File: config.mk
export PLATFORM = sky130hd
export DESIGN_NAME = dsp_mailbox
export DESIGN_NICKNAME = d
export VERILOG_FILES = /design/src/rtl/dsp_mbox_pkg.sv /design/src/rtl/dsp_mbox_lane.sv /design/src/rtl/dsp_mbox_status.sv /design/src/rtl/dsp_mailbox.sv
export SDC_FILE = /design/constraint.sdc
export NUM_CORES = 1
export LEC_CHECK = 0
export BUFFER_PORTS_ARGS = -buffer_cell sky130_fd_sc_hd__buf_2
export CAP_MARGIN = 20
export CORE_ASPECT_RATIO = 1.1
export CORE_MARGIN = 2
export CORE_UTILIZATION = 40
export CTS_CLUSTER_SIZE = 12
export DETAILED_ROUTE_END_ITERATION = 8
export PLACE_DENSITY = 0.66
export SKIP_CTS_REPAIR_TIMING = 1
export SLEW_MARGIN = 25
export SYNTH_ARGS = -nofsm -noshare
export SYNTH_HDL_FRONTEND = slang
export SYNTH_HIERARCHICAL = 1
export SYNTH_SLANG_ARGS = --single-unit
File: constraint.sdc
create_clock -name clk -period 2 [get_ports clk]
set_input_delay 0.4 -clock clk [delete_from_list [all_inputs] [get_ports clk]]
set_output_delay 0.4 -clock clk [all_outputs]
set_load 0.01 [all_outputs]
File: src/rtl/dsp_mbox_pkg.sv
package dsp_mbox_pkg;

    localparam int STATUS_W      = 16;
    localparam int REPLY_FLAG_LO = 10;
    localparam int CMD_FLAG_LO   = 13;
    localparam int MAX_LANES     = 3;

    // Per-lane strobes after index decode.
    typedef struct packed {
        logic host_put_cmd;
        logic dsp_take_cmd;
        logic dsp_put_rep;
        logic host_take_rep;
    } lane_ops_t;

    // Active-low handshake flags of one lane.
    typedef struct packed {
        logic cmd_fresh_n;   // 0: DSP has read the command
        logic rep_fresh_n;   // 0: DSP has written a new reply
    } lane_flags_t;

    function automatic logic lane_hit(input logic en, input int unsigned idx,
                                      input int unsigned lane);
        return en && (idx == lane);
    endfunction

endpackage

File: src/rtl/dsp_mbox_lane.sv
module dsp_mbox_lane
    import dsp_mbox_pkg::*;
#(
    parameter int DATA_W = 16
) (
    input  logic              clk,
    input  logic              rst,
    input  lane_ops_t         ops,
    input  logic [DATA_W-1:0] host_wdata,
    input  logic [DATA_W-1:0] dsp_wdata,
    output logic [DATA_W-1:0] cmd_word,
    output logic [DATA_W-1:0] rep_word,
    output lane_flags_t       flags
);

    logic cmd_n_q;
    logic rep_n_q;

    // Command side: a host write wins over a DSP read in the same cycle.
    always_ff @(posedge clk) begin
        if (rst) begin
            cmd_word <= '0;
            cmd_n_q  <= 1'b1;
        end else if (ops.host_put_cmd) begin
            cmd_word <= host_wdata;
            cmd_n_q  <= 1'b1;
        end else if (ops.dsp_take_cmd) begin
            cmd_n_q  <= 1'b0;
        end
    end

    // Reply side: a DSP write wins over a host read in the same cycle.
    always_ff @(posedge clk) begin
        if (rst) begin
            rep_word <= '0;
            rep_n_q  <= 1'b1;
        end else if (ops.dsp_put_rep) begin
            rep_word <= dsp_wdata;
            rep_n_q  <= 1'b0;
        end else if (ops.host_take_rep) begin
            rep_n_q  <= 1'b1;
        end
    end

    assign flags.cmd_fresh_n = cmd_n_q;
    assign flags.rep_fresh_n = rep_n_q;

    assert_cmd_store_R2: assert property (@(posedge clk) disable iff (rst)
        ops.host_put_cmd |=> (cmd_word == $past(host_wdata)) && flags.cmd_fresh_n);

    assert_cmd_taken_R3: assert property (@(posedge clk) disable iff (rst)
        (ops.dsp_take_cmd && !ops.host_put_cmd) |=> !flags.cmd_fresh_n && $stable(cmd_word));

    assert_rep_store_R4: assert property (@(posedge clk) disable iff (rst)
        ops.dsp_put_rep |=> (rep_word == $past(dsp_wdata)) && !flags.rep_fresh_n);

    assert_rep_taken_R5: assert property (@(posedge clk) disable iff (rst)
        (ops.host_take_rep && !ops.dsp_put_rep) |=> flags.rep_fresh_n && $stable(rep_word));

    assert_idle_hold_R9: assert property (@(posedge clk) disable iff (rst)
        (ops == '0) |=> $stable(cmd_word) && $stable(rep_word) && $stable(flags));

endmodule

File: src/rtl/dsp_mbox_status.sv
module dsp_mbox_status
    import dsp_mbox_pkg::*;
#(
    parameter int NUM_LANES = 3
) (
    input  lane_flags_t [NUM_LANES-1:0] flags,
    input  logic        [NUM_LANES-1:0] irq_en,
    output logic        [STATUS_W-1:0]  status,
    output logic                        irq
);

    logic [NUM_LANES-1:0] pending;

    always_comb begin
        // Unused lane slots read idle (1); low bits read 0.
        status = '0;
        status[STATUS_W-1:REPLY_FLAG_LO] = '1;
        for (int i = 0; i < NUM_LANES; i++) begin
            status[REPLY_FLAG_LO + i] = flags[i].rep_fresh_n;
            status[CMD_FLAG_LO + i]   = flags[i].cmd_fresh_n;
            pending[i] = irq_en[i] & ~flags[i].rep_fresh_n;
        end
    end

    assign irq = |pending;

endmodule

File: src/rtl/dsp_mailbox.sv
module dsp_mailbox
    import dsp_mbox_pkg::*;
#(
    parameter  int NUM_LANES = 3,
    parameter  int DATA_W    = 16,
    localparam int ADDR_W    = (NUM_LANES > 2) ? $clog2(NUM_LANES + 1) : 1
) (
    input  logic                 clk,
    input  logic                 rst,
    input  logic [ADDR_W-1:0]    host_addr,
    input  logic                 host_wr_en,
    input  logic                 host_rd_en,
    input  logic [DATA_W-1:0]    host_wdata,
    output logic [DATA_W-1:0]    host_rdata,
    input  logic [NUM_LANES-1:0] irq_en,
    output logic [STATUS_W-1:0]  status,
    output logic                 irq,
    input  logic [ADDR_W-1:0]    dsp_addr,
    input  logic                 dsp_wr_en,
    input  logic                 dsp_rd_en,
    input  logic [DATA_W-1:0]    dsp_wdata,
    output logic [DATA_W-1:0]    dsp_rdata
);

    lane_ops_t   [NUM_LANES-1:0] ops;
    lane_flags_t [NUM_LANES-1:0] flags;
    logic        [DATA_W-1:0]    cmd_words [NUM_LANES];
    logic        [DATA_W-1:0]    rep_words [NUM_LANES];

    for (genvar g = 0; g < NUM_LANES; g++) begin : g_lane
        always_comb begin
            ops[g].host_put_cmd  = lane_hit(host_wr_en, int'(host_addr), g);
            ops[g].host_take_rep = lane_hit(host_rd_en, int'(host_addr), g);
            ops[g].dsp_put_rep   = lane_hit(dsp_wr_en,  int'(dsp_addr),  g);
            ops[g].dsp_take_cmd  = lane_hit(dsp_rd_en,  int'(dsp_addr),  g);
        end

        dsp_mbox_lane #(.DATA_W(DATA_W)) u_lane (
            .clk        (clk),
            .rst        (rst),
            .ops        (ops[g]),
            .host_wdata (host_wdata),
            .dsp_wdata  (dsp_wdata),
            .cmd_word   (cmd_words[g]),
            .rep_word   (rep_words[g]),
            .flags      (flags[g])
        );
    end

    // Read muxes; an index past the last lane returns zero.
    always_comb begin
        host_rdata = '0;
        dsp_rdata  = '0;
        for (int i = 0; i < NUM_LANES; i++) begin
            if (int'(host_addr) == i) host_rdata = rep_words[i];
            if (int'(dsp_addr)  == i) dsp_rdata  = cmd_words[i];
        end
    end

    dsp_mbox_status #(.NUM_LANES(NUM_LANES)) u_status (
        .flags  (flags),
        .irq_en (irq_en),
        .status (status),
        .irq    (irq)
    );

    assert_irq_masked_R8: assert property (@(posedge clk) disable iff (rst)
        (irq_en == '0) |-> !irq);

    assert_irq_needs_reply_R8: assert property (@(posedge clk) disable iff (rst)
        irq |-> (status[REPLY_FLAG_LO +: NUM_LANES] != '1));

    assert_low_status_R11: assert property (@(posedge clk) disable iff (rst)
        status[REPLY_FLAG_LO-1:0] == '0);

endmodule

== Word level (Yosys, flattened, before mapping) ==
Cells that the tools add are included.

* Register bits after elaboration: 102
* Output and inout bits: 49
* Word-level logic and storage cells: 61

* Eq/ne operators: 8
* Muxes and demuxes: 12
* Bitwise logic cells: 6
* Reductions and logical operators: 23

{| class="wikitable"
|+ Operators with widths
! operator !! number
|-
| $mux W16 || 6
|-
| $eq A2 B2 Y1 const B || 6
|-
| $logic_and A1 B1 Y1 || 12
|-
| $logic_not A2 Y1 || 4
|-
| $mux W1 || 6
|-
| $reduce_bool A2 Y1 || 3
|-
| $reduce_or A2 Y1 || 3
|-
| $eq A2 B1 Y1 const B || 2
|-
| $and A1 B1 Y1 || 3
|-
| $not A1 Y1 || 3
|-
| $reduce_or A3 Y1 || 1
|}

== Depth between registers and ports, before layout ==
Gate-level depths: netlist of the first run.

* Depth in word-level cells: 4
* Mapped depth: 7

== Cells and area by module ==
Netlist of the first run, hierarchy kept.

{| class="wikitable"
|+ Modules (own cells, without submodules)
! module !! instances !! cells an instance !! area an instance (um2)
|-
| dsp_mbox_lane || 3 || 113 || 1,242.4
|-
| dsp_mailbox || 1 || 91 || 908.4
|-
| dsp_mbox_status || 1 || 21 || 152.6
|}

== Worst setup path after synthesis of the first run ==
No wires, ideal clock.

* Kind: in2reg
* Start: input port host_addr[0]
* End: register g_lane[0].u_lane.cmd_word[10]
* Arrival time: 1,393 ps
* Path slack: 490 ps
* Stages on the path: 7
* Path buffers: 4
* Cell sequence: buf_6 buf_6 nor3b_1 buf_6 buf_12 mux2i_1 nor2_1

{| class="wikitable"
|+ RTL lines
! element !! line !! source
|-
| from (decl) || dsp_mailbox.sv:10 || <nowiki>input logic [ADDR_W-1:0] host_addr,</nowiki>
|-
| to (signal assigned) || dsp_mbox_lane.sv:25 || <nowiki>cmd_word <= host_wdata;</nowiki>
|-
| to (decl) || dsp_mbox_lane.sv:11 || <nowiki>output logic [DATA_W-1:0] cmd_word,</nowiki>
|}

== Worst setup path in the final report of the first run ==
* Start: input port host_addr[0]
* End: output port host_rdata[13]

* Longest elaborated chain between the ends: 4

{| class="wikitable"
|+ RTL lines
! element !! line !! source
|-
| $logic_not A2 Y1 || dsp_mailbox.sv:55 || <nowiki>if (int'(host_addr) == i) host_rdata = rep_words[i];</nowiki>
|-
| $mux W16 (2 in series) || dsp_mailbox.sv:55 ||
|-
| $mux W16 * || dsp_mailbox.sv:55 ||
|-
| to (decl) || dsp_mailbox.sv:14 || <nowiki>output logic [DATA_W-1:0] host_rdata,</nowiki>
|}

Mark *: on every way between the ends. The rest lies on a longest branch, timed or not.

==> summary.md, run 1 <==
| Metric | Value |
|---|---|
| Status | finished clean |
| Final core utilization | 0.467 |
| R2r endpoint | g_lane[0].u_lane/rep_word[11]$_SDFFE_PP0P_ |
| Final setup viols | 0 |
| Setup Skew | 0 ns |
| Synth area leader | dfxtp_1 |
| Met1 Use GR | 0.208 |
| Initial DRT Pass Iterations | 4 |
| Reg2Reg Depth | 2 |
| Element type at the critical path start | input port |
| Antenna Nets Post-Route | 0 |
| Worst path cell trace | buf_2 -> buf_4 -> mux2i_1 -> o2bb2ai_2 -> buf_2 |
| Num CTS Buffers | 9 |
| Layout cell share with drive strength beyond 1 | 0.253 |
| IO buf count | 83 |
| Leakage Power | 2.27 nW |
| Core area | 11,600 µm² |
| FFs w/ async S/R, synth | 0 |
| Slew of the pin with the lowest slew margin | 0.514 ns |
| Met3 Usage GRT | 0.0281 |
| Most frequent cells after synthesis | mux2i_1, dfxtp_1, nor2_1 |
| Peak VDD IR | 0.351 mV |
| Hold crit path type | in2reg |
| Synthesis-stage register bit count | 102 |
| Die ar. | 12,900 µm² |
| P&R area growth vs syn | 13.1% |
| Most frequent cell after synthesis | mux2i_1 |
| Starting Density | 0.413 |
| DIE WIDTH | 108 µm |
| Worst Min Path Start | host_wdata[5] |
| Sink Count | 102 |
| Maximum number of pins on one net before global-route repair | 49 |
| # IOs | 94 |
| CTS Buffer Depth | 2 |
| Slowest-stage cell, CP | buf_2 |
| Slew Viols, Final | 0 |
| Synthesized cell area | 4790 µm² |
| Fmax | 555 MHz |
| Crit Path Class | in2out |
| Initial antenna violation count | 0 |
| Clk slew on worst S/H paths | 0.07 ns |
| DRT Wirelength | 9.91 mm |
| Final min period | 1.80 ns |
| Clk_lat worst skew | 0.34 ns |
| CTS H-Tree Depth | 3 |
| Most common cell on crit path | buf_2 |
| CTS tree | done |
| Gr ovfl total | 0 |
| Reg2reg setup slack | 1.34 ns |
| Relative slew slack | 0.657 |
| Worst Path Max Fanout | 11 |
| DRC errors left | 0 |
| Data arrival, critical path | 1.40 ns |
| Reg-to-reg startpoint | g_lane[0].u_lane/rep_word[11]$_SDFFE_PP0P_ |
| Final GP Congestion | 0.721 |
| Synth top area cells | dfxtp_1, mux2i_1, nor2_1, o2bb2ai_1, buf_4 |
| First-pass GRT wire length | 16.1 mm |
| WHS Endpoint | g_lane[0].u_lane/cmd_word[5]$_SDFFE_PP0P_ |
| Cell variety after synth | 21 |
| Root buffer cell | clkbuf_16 |
| Sequential area share after synthesis | 0.426 |
| Synth warnings | 6 |
| Global Route met2 Usage | 0.262 |
| Final hold viol count | 0 |
| Vias per cell | 4.86 |
| GRT Util Overall | 0.160 |
| Syn avg cell area | 10.6 µm² |
| GRT Max-Usage Layer | met2 |
| Post-synthesis cell count | 451 |
| Post-DP HPWL | 6.79 mm |
| CP required | 1.60 ns |
| Final setup TNS | 0 ns |
| Max Cap Viol | 0 |
| Fin nets | 558 |
| Worst hold path stage count | 3 |
| Pwr Density | 786 nW/µm² |
| Fill count | 1,129 |
| DR vias | 3,249 |
| Crit path from | host_addr[0] |
| Post-synth top area share | 0.426 |
| Nature of the critical path endpoint | primary output |
| Initial DRC Count | 150 |
| Cell Rows | 41 |
| EDFF count, synth | 0 |
| Chip height | 119 µm |
| Top FF cell, synth | dfxtp_1 |
| RSZ-0062 raised after global routing | no |
| Post-route clock period utilization | 0.901 |
| CP max stage delay | 0.27 ns |
| Post-DR wirelength/cell | 14.8 µm |
| Vias in the first global route | 3,251 |
-- critical path, delay by kind of cell --
kind                   cells  cell delay (ns)
AOI/OAI and AO/OA          1             0.08
buffers and inverters      3             0.66
muxes                      1             0.25
-- where the power goes --
group,internal (W),total [W],switching [W]
combinational,0.000214,0.000474,0.000260
clock,0.000912,0.00164,0.000732
sequential,0.00210,0.00214,0.0000389
-- worst max-delay path by stage --
stage	to	slack [ns]	cells after the start
3_3_place_gp	host_rdata[12]	0.22	5
3_5_place_dp	host_rdata[10]	0.18	5
4_1_cts	host_rdata[10]	0.18	5
5_1_grt	host_rdata[11]	0.13	5
2_1_floorplan	g_lane[0].u_lane/cmd_word[10]$_SDFFE_PP0P_	0.49	7
6_report	host_rdata[13]	0.20	5
-- stage by stage --
stage | setup WS, ns | area (µm²) | hold slack, ns | std cells | total power, W
after global placement | 0.219 | 5130 | 0.449 | 652 | 0.00265
after floorplan | 0.490 | 4820 | 0.441 | 460 | 0.00255
final | 0.198 | 5420 | 0.324 | 669 | 0.00426
after CTS | 0.179 | 5420 | 0.315 | 668 | 0.00431
after global routing | 0.127 | 5420 | 0.330 | 668 | 0.00444
after detailed placement | 0.180 | 5130 | 0.462 | 652 | 0.00267
-- layout make-up --
cell class	instances	area, µm²	share of cell area
multi-input combinational	294	2230	0.411
sequential	102	2040	0.377
timing repair buffer	101	653	0.121
clock buffer	11	253	0.0467
tap	150	188	0.0346
clock inverter	5	32.5	0.00600
inverter	5	18.8	0.00346
antenna	1	2.50	0.000462
-- cell families (layout without fill, tap and decap cells) --
logic type	after synthesis	in the layout	synth area share
other cells	1	11	0.000783
compound gates	39	39	0.0826
mux	128	128	0.268
buf+inv	64	122	0.117
flops	102	102	0.426
simple gates	117	117	0.105
-- cells in the final DEF (no fill, tap or decap), drive strengths merged, types with 2 or more instances in the layout --
cell     netlist  routed
o21bai         3       3
clkbuf         1      11
conb           1      10
o2bb2ai       32      32
clkinv         0       4
o21ai          3       3
and2           2       2
nor3b          4       4
buf           58     101
nor2b          2       2
dfxtp        102     102
mux2i        128     128
nor2         102     102
and3b          6       6
inv            5       6
-- flip-flops by register name, indices dropped and copies added, names as in the netlist --
name                    flops
g_lane.u_lane/cmd_word     48
g_lane.u_lane/rep_word     48
g_lane.u_lane/cmd_n_q       3
g_lane.u_lane/rep_n_q       3
-- layer usage --
layer | wire, µm | vias to the layer above
li1 | - | 1636
met5 | 0 | -
met2 | 4690 | 61
met3 | 382 | 13
met4 | 162 | 0
met1 | 4670 | 1539
Note: power is estimated with default switching activity, not from simulation.
==> run 2, diff against run 1 <==
clock period = 1.9 ns   (was 2 ns; I/O delays follow)
==> summary.md, run 2 (synthesis gave the netlist of run 1 again) <==
| Metric | Value |
|---|---|
| Status | finished clean |
| Antenna Nets Post-Route | 0 (unchanged) |
| RSZ-0062 raised after global routing | no |
| Root buffer cell | clkbuf_16 |
| Element type at the critical path start | input port |
| CTS tree | done |
| Clk slew on worst S/H paths | 0.07 ns (about the same) |
| Hold crit path type | in2reg |
| Most common cell on crit path | buf_2 |
| Num CTS Buffers | 9 (unchanged) |
| Slowest-stage cell, CP | buf_2 |
| Clk_lat worst skew | 0.34 ns (about the same) |
| Slew Viols, Final | 0 (unchanged) |
| DRT Wirelength | 10.0 mm (+1.1%) |
| Max Cap Viol | 0 (unchanged) |
| Final GP Congestion | 0.736 (+2.0%) |
| Vias in the first global route | 3,246 (-0.15%) |
| CP max stage delay | 0.35 ns (+0.08 ns) |
| Worst Min Path Start | dsp_wdata[8] |
| Die ar. | 12,900 µm² (unchanged) |
| Gr ovfl total | 0 (unchanged) |
| Fin nets | 557 (-0.18%) |
| Nature of the critical path endpoint | primary output |
| DRC errors left | 0 (unchanged) |
| CTS Buffer Depth | 2 (unchanged) |
| CTS H-Tree Depth | 3 (unchanged) |
| DR vias | 3,278 (+0.89%) |
| Starting Density | 0.413 (unchanged) |
| Largest regs | g_lane.u_lane/cmd_word (48), g_lane.u_lane/rep_word (48) |
| Fmax | 566 MHz |
| Post-DP HPWL | 6.66 mm (-2.0%) |
| Maximum number of pins on one net before global-route repair | 103 (+110%) |
| GRT Util Overall | 0.161 (+0.00121) |
| Chip height | 119 µm (unchanged) |
| First-pass GRT wire length | 16.2 mm (+0.55%) |
| CP required | 1.52 ns (-0.08 ns) |
| WHS Endpoint | g_lane[1].u_lane/rep_word[8]$_SDFFE_PP0P_ |
| Final setup viols | 0 (unchanged) |
| Reg2reg setup slack | 1.23 ns (-0.11 ns) |
| # IOs | 94 (unchanged) |
| Reg2Reg Depth | 2 (unchanged) |
| Initial antenna violation count | 0 (unchanged) |
| Worst Path Max Fanout | 15 (+4) |
| Initial DRC Count | 140 (-6.7%) |
| Instance area at placement | 5150 µm² (+0.34%) |
| Data arrival, critical path | 1.39 ns (about the same) |
| Cell Rows | 41 (unchanged) |
| WP buf/inv | 3 (unchanged) |
| P&R area growth vs syn | 13.4% |
| IO buf count | 83 (unchanged) |
| Core area | 11,600 µm² (unchanged) |
| N_diodes | 0 (-1) |
| Leakage Power | 2.26 nW (-0.36%) |
| Post-route clock period utilization | 0.931 |
| DIE WIDTH | 108 µm (unchanged) |
| Worst path cell trace | buf_2 -> buf_12 -> mux2i_1 -> o2bb2ai_2 -> buf_2 |
| Initial DRT Pass Iterations | 4 (unchanged) |
| Crit Path Class | in2out |
| Final setup TNS | 0 ns (unchanged) |
| Most frequent cells in the layout | mux2i_1, nor2_1, dfxtp_1 |
| R2r endpoint | g_lane[2].u_lane/rep_n_q$_SDFFE_PP1P_ |
| Reg-to-reg startpoint | g_lane[2].u_lane/rep_n_q$_SDFFE_PP1P_ |
| Top delay family on crit path | buffers and inverters |
| Pwr Density | 836 nW/µm² (+6.3%) |
| Layout cell share with drive strength beyond 1 | 0.244 (-0.00871) |
| Setup Skew | 0 ns (unchanged) |
| Final hold viol count | 0 (unchanged) |
| Final Cell Area | 5430 µm² (+0.23%) |
| Final min period | 1.77 ns |
| Sink Count | 102 (unchanged) |
| Commonest non-fill, non-tap cell in the layout | mux2i_1 |
| Worst hold path stage count | 3 (unchanged) |
| Peak VDD IR | 0.341 mV (-2.7%) |
| Vias per cell | 4.92 (+1.3%) |
| Fill count | 1,097 (-2.8%) |
| Post-DR wirelength/cell | 15.0 µm (+1.6%) |
## run 2: how the worst max path moves through the flow
stage / start / end / slack [ns] / cells after the start
finish: host_addr[0] / host_rdata[11] / 0.13 / 5
global route: host_addr[0] / host_rdata[13] / 0.04 / 5
CTS: host_addr[0] / host_rdata[11] / 0.11 / 5
detailed placement: host_addr[0] / host_rdata[11] / 0.11 / 5
global placement: host_addr[0] / host_rdata[11] / 0.16 / 5
floorplan: host_addr[0] / g_lane[0].u_lane/cmd_word[10]$_SDFFE_PP0P_ / 0.41 / 7
## run 2: through the flow
step / utilization / setup WS [ns] / std cells / hold slack (ns) / total power (W)
6_report: 0.468 / 0.132 / 666 / 0.303 / 0.00454
4_1_cts: 0.468 / 0.112 / 666 / 0.296 / 0.00458
2_1_floorplan: - / 0.410 / 460 / 0.441 / 0.00268
5_1_grt: 0.468 / 0.0431 / 666 / 0.304 / 0.00472
3_5_place_dp: 0.444 / 0.113 / 651 / 0.476 / 0.00281
3_3_place_gp: 0.444 / 0.158 / 651 / 0.451 / 0.00279
## run 2: cell type report
| cell class | count | area, µm² | area share |
|---|---|---|---|
| Tap cell | 150 | 188 | 0.0346 |
| Inverter | 5 | 18.8 | 0.00346 |
| Timing Repair Buffer | 100 | 671 | 0.124 |
| Multi-Input combinational cell | 294 | 2230 | 0.410 |
| Clock buffer | 12 | 236 | 0.0435 |
| Clock inverter | 3 | 46.3 | 0.00853 |
| Sequential cell | 102 | 2040 | 0.376 |
## run 2: routing by layer
| metal | up-vias | share of wire | global-route usage |
|---|---|---|---|
| met1 | 1566 | 0.46 | 0.212 |
| li1 | 1641 | - | - |
| met5 | - | 0 | 0 |
| met4 | 0 | 0.011 | 0.0417 |
| met2 | 63 | 0.48 | 0.259 |
| met3 | 8 | 0.043 | 0.0447 |
## run 2: tightest hold or removal path: cells and delay by family
family | cells | cell delay (ns)
buffers and inverters | 1 | 0.10
multiplexers | 1 | 0.06
AND/OR/NAND/NOR | 1 | 0.07
## run 2: report_power, final
part | leakage (nW) | switching [W] | total (W) | internal [W]
logic | 1.30 | 0.000275 | 0.000504 | 0.000229
registers | 0.830 | 0.0000408 | 0.00225 | 0.00221
clock network | 0.133 | 0.000762 | 0.00178 | 0.00102
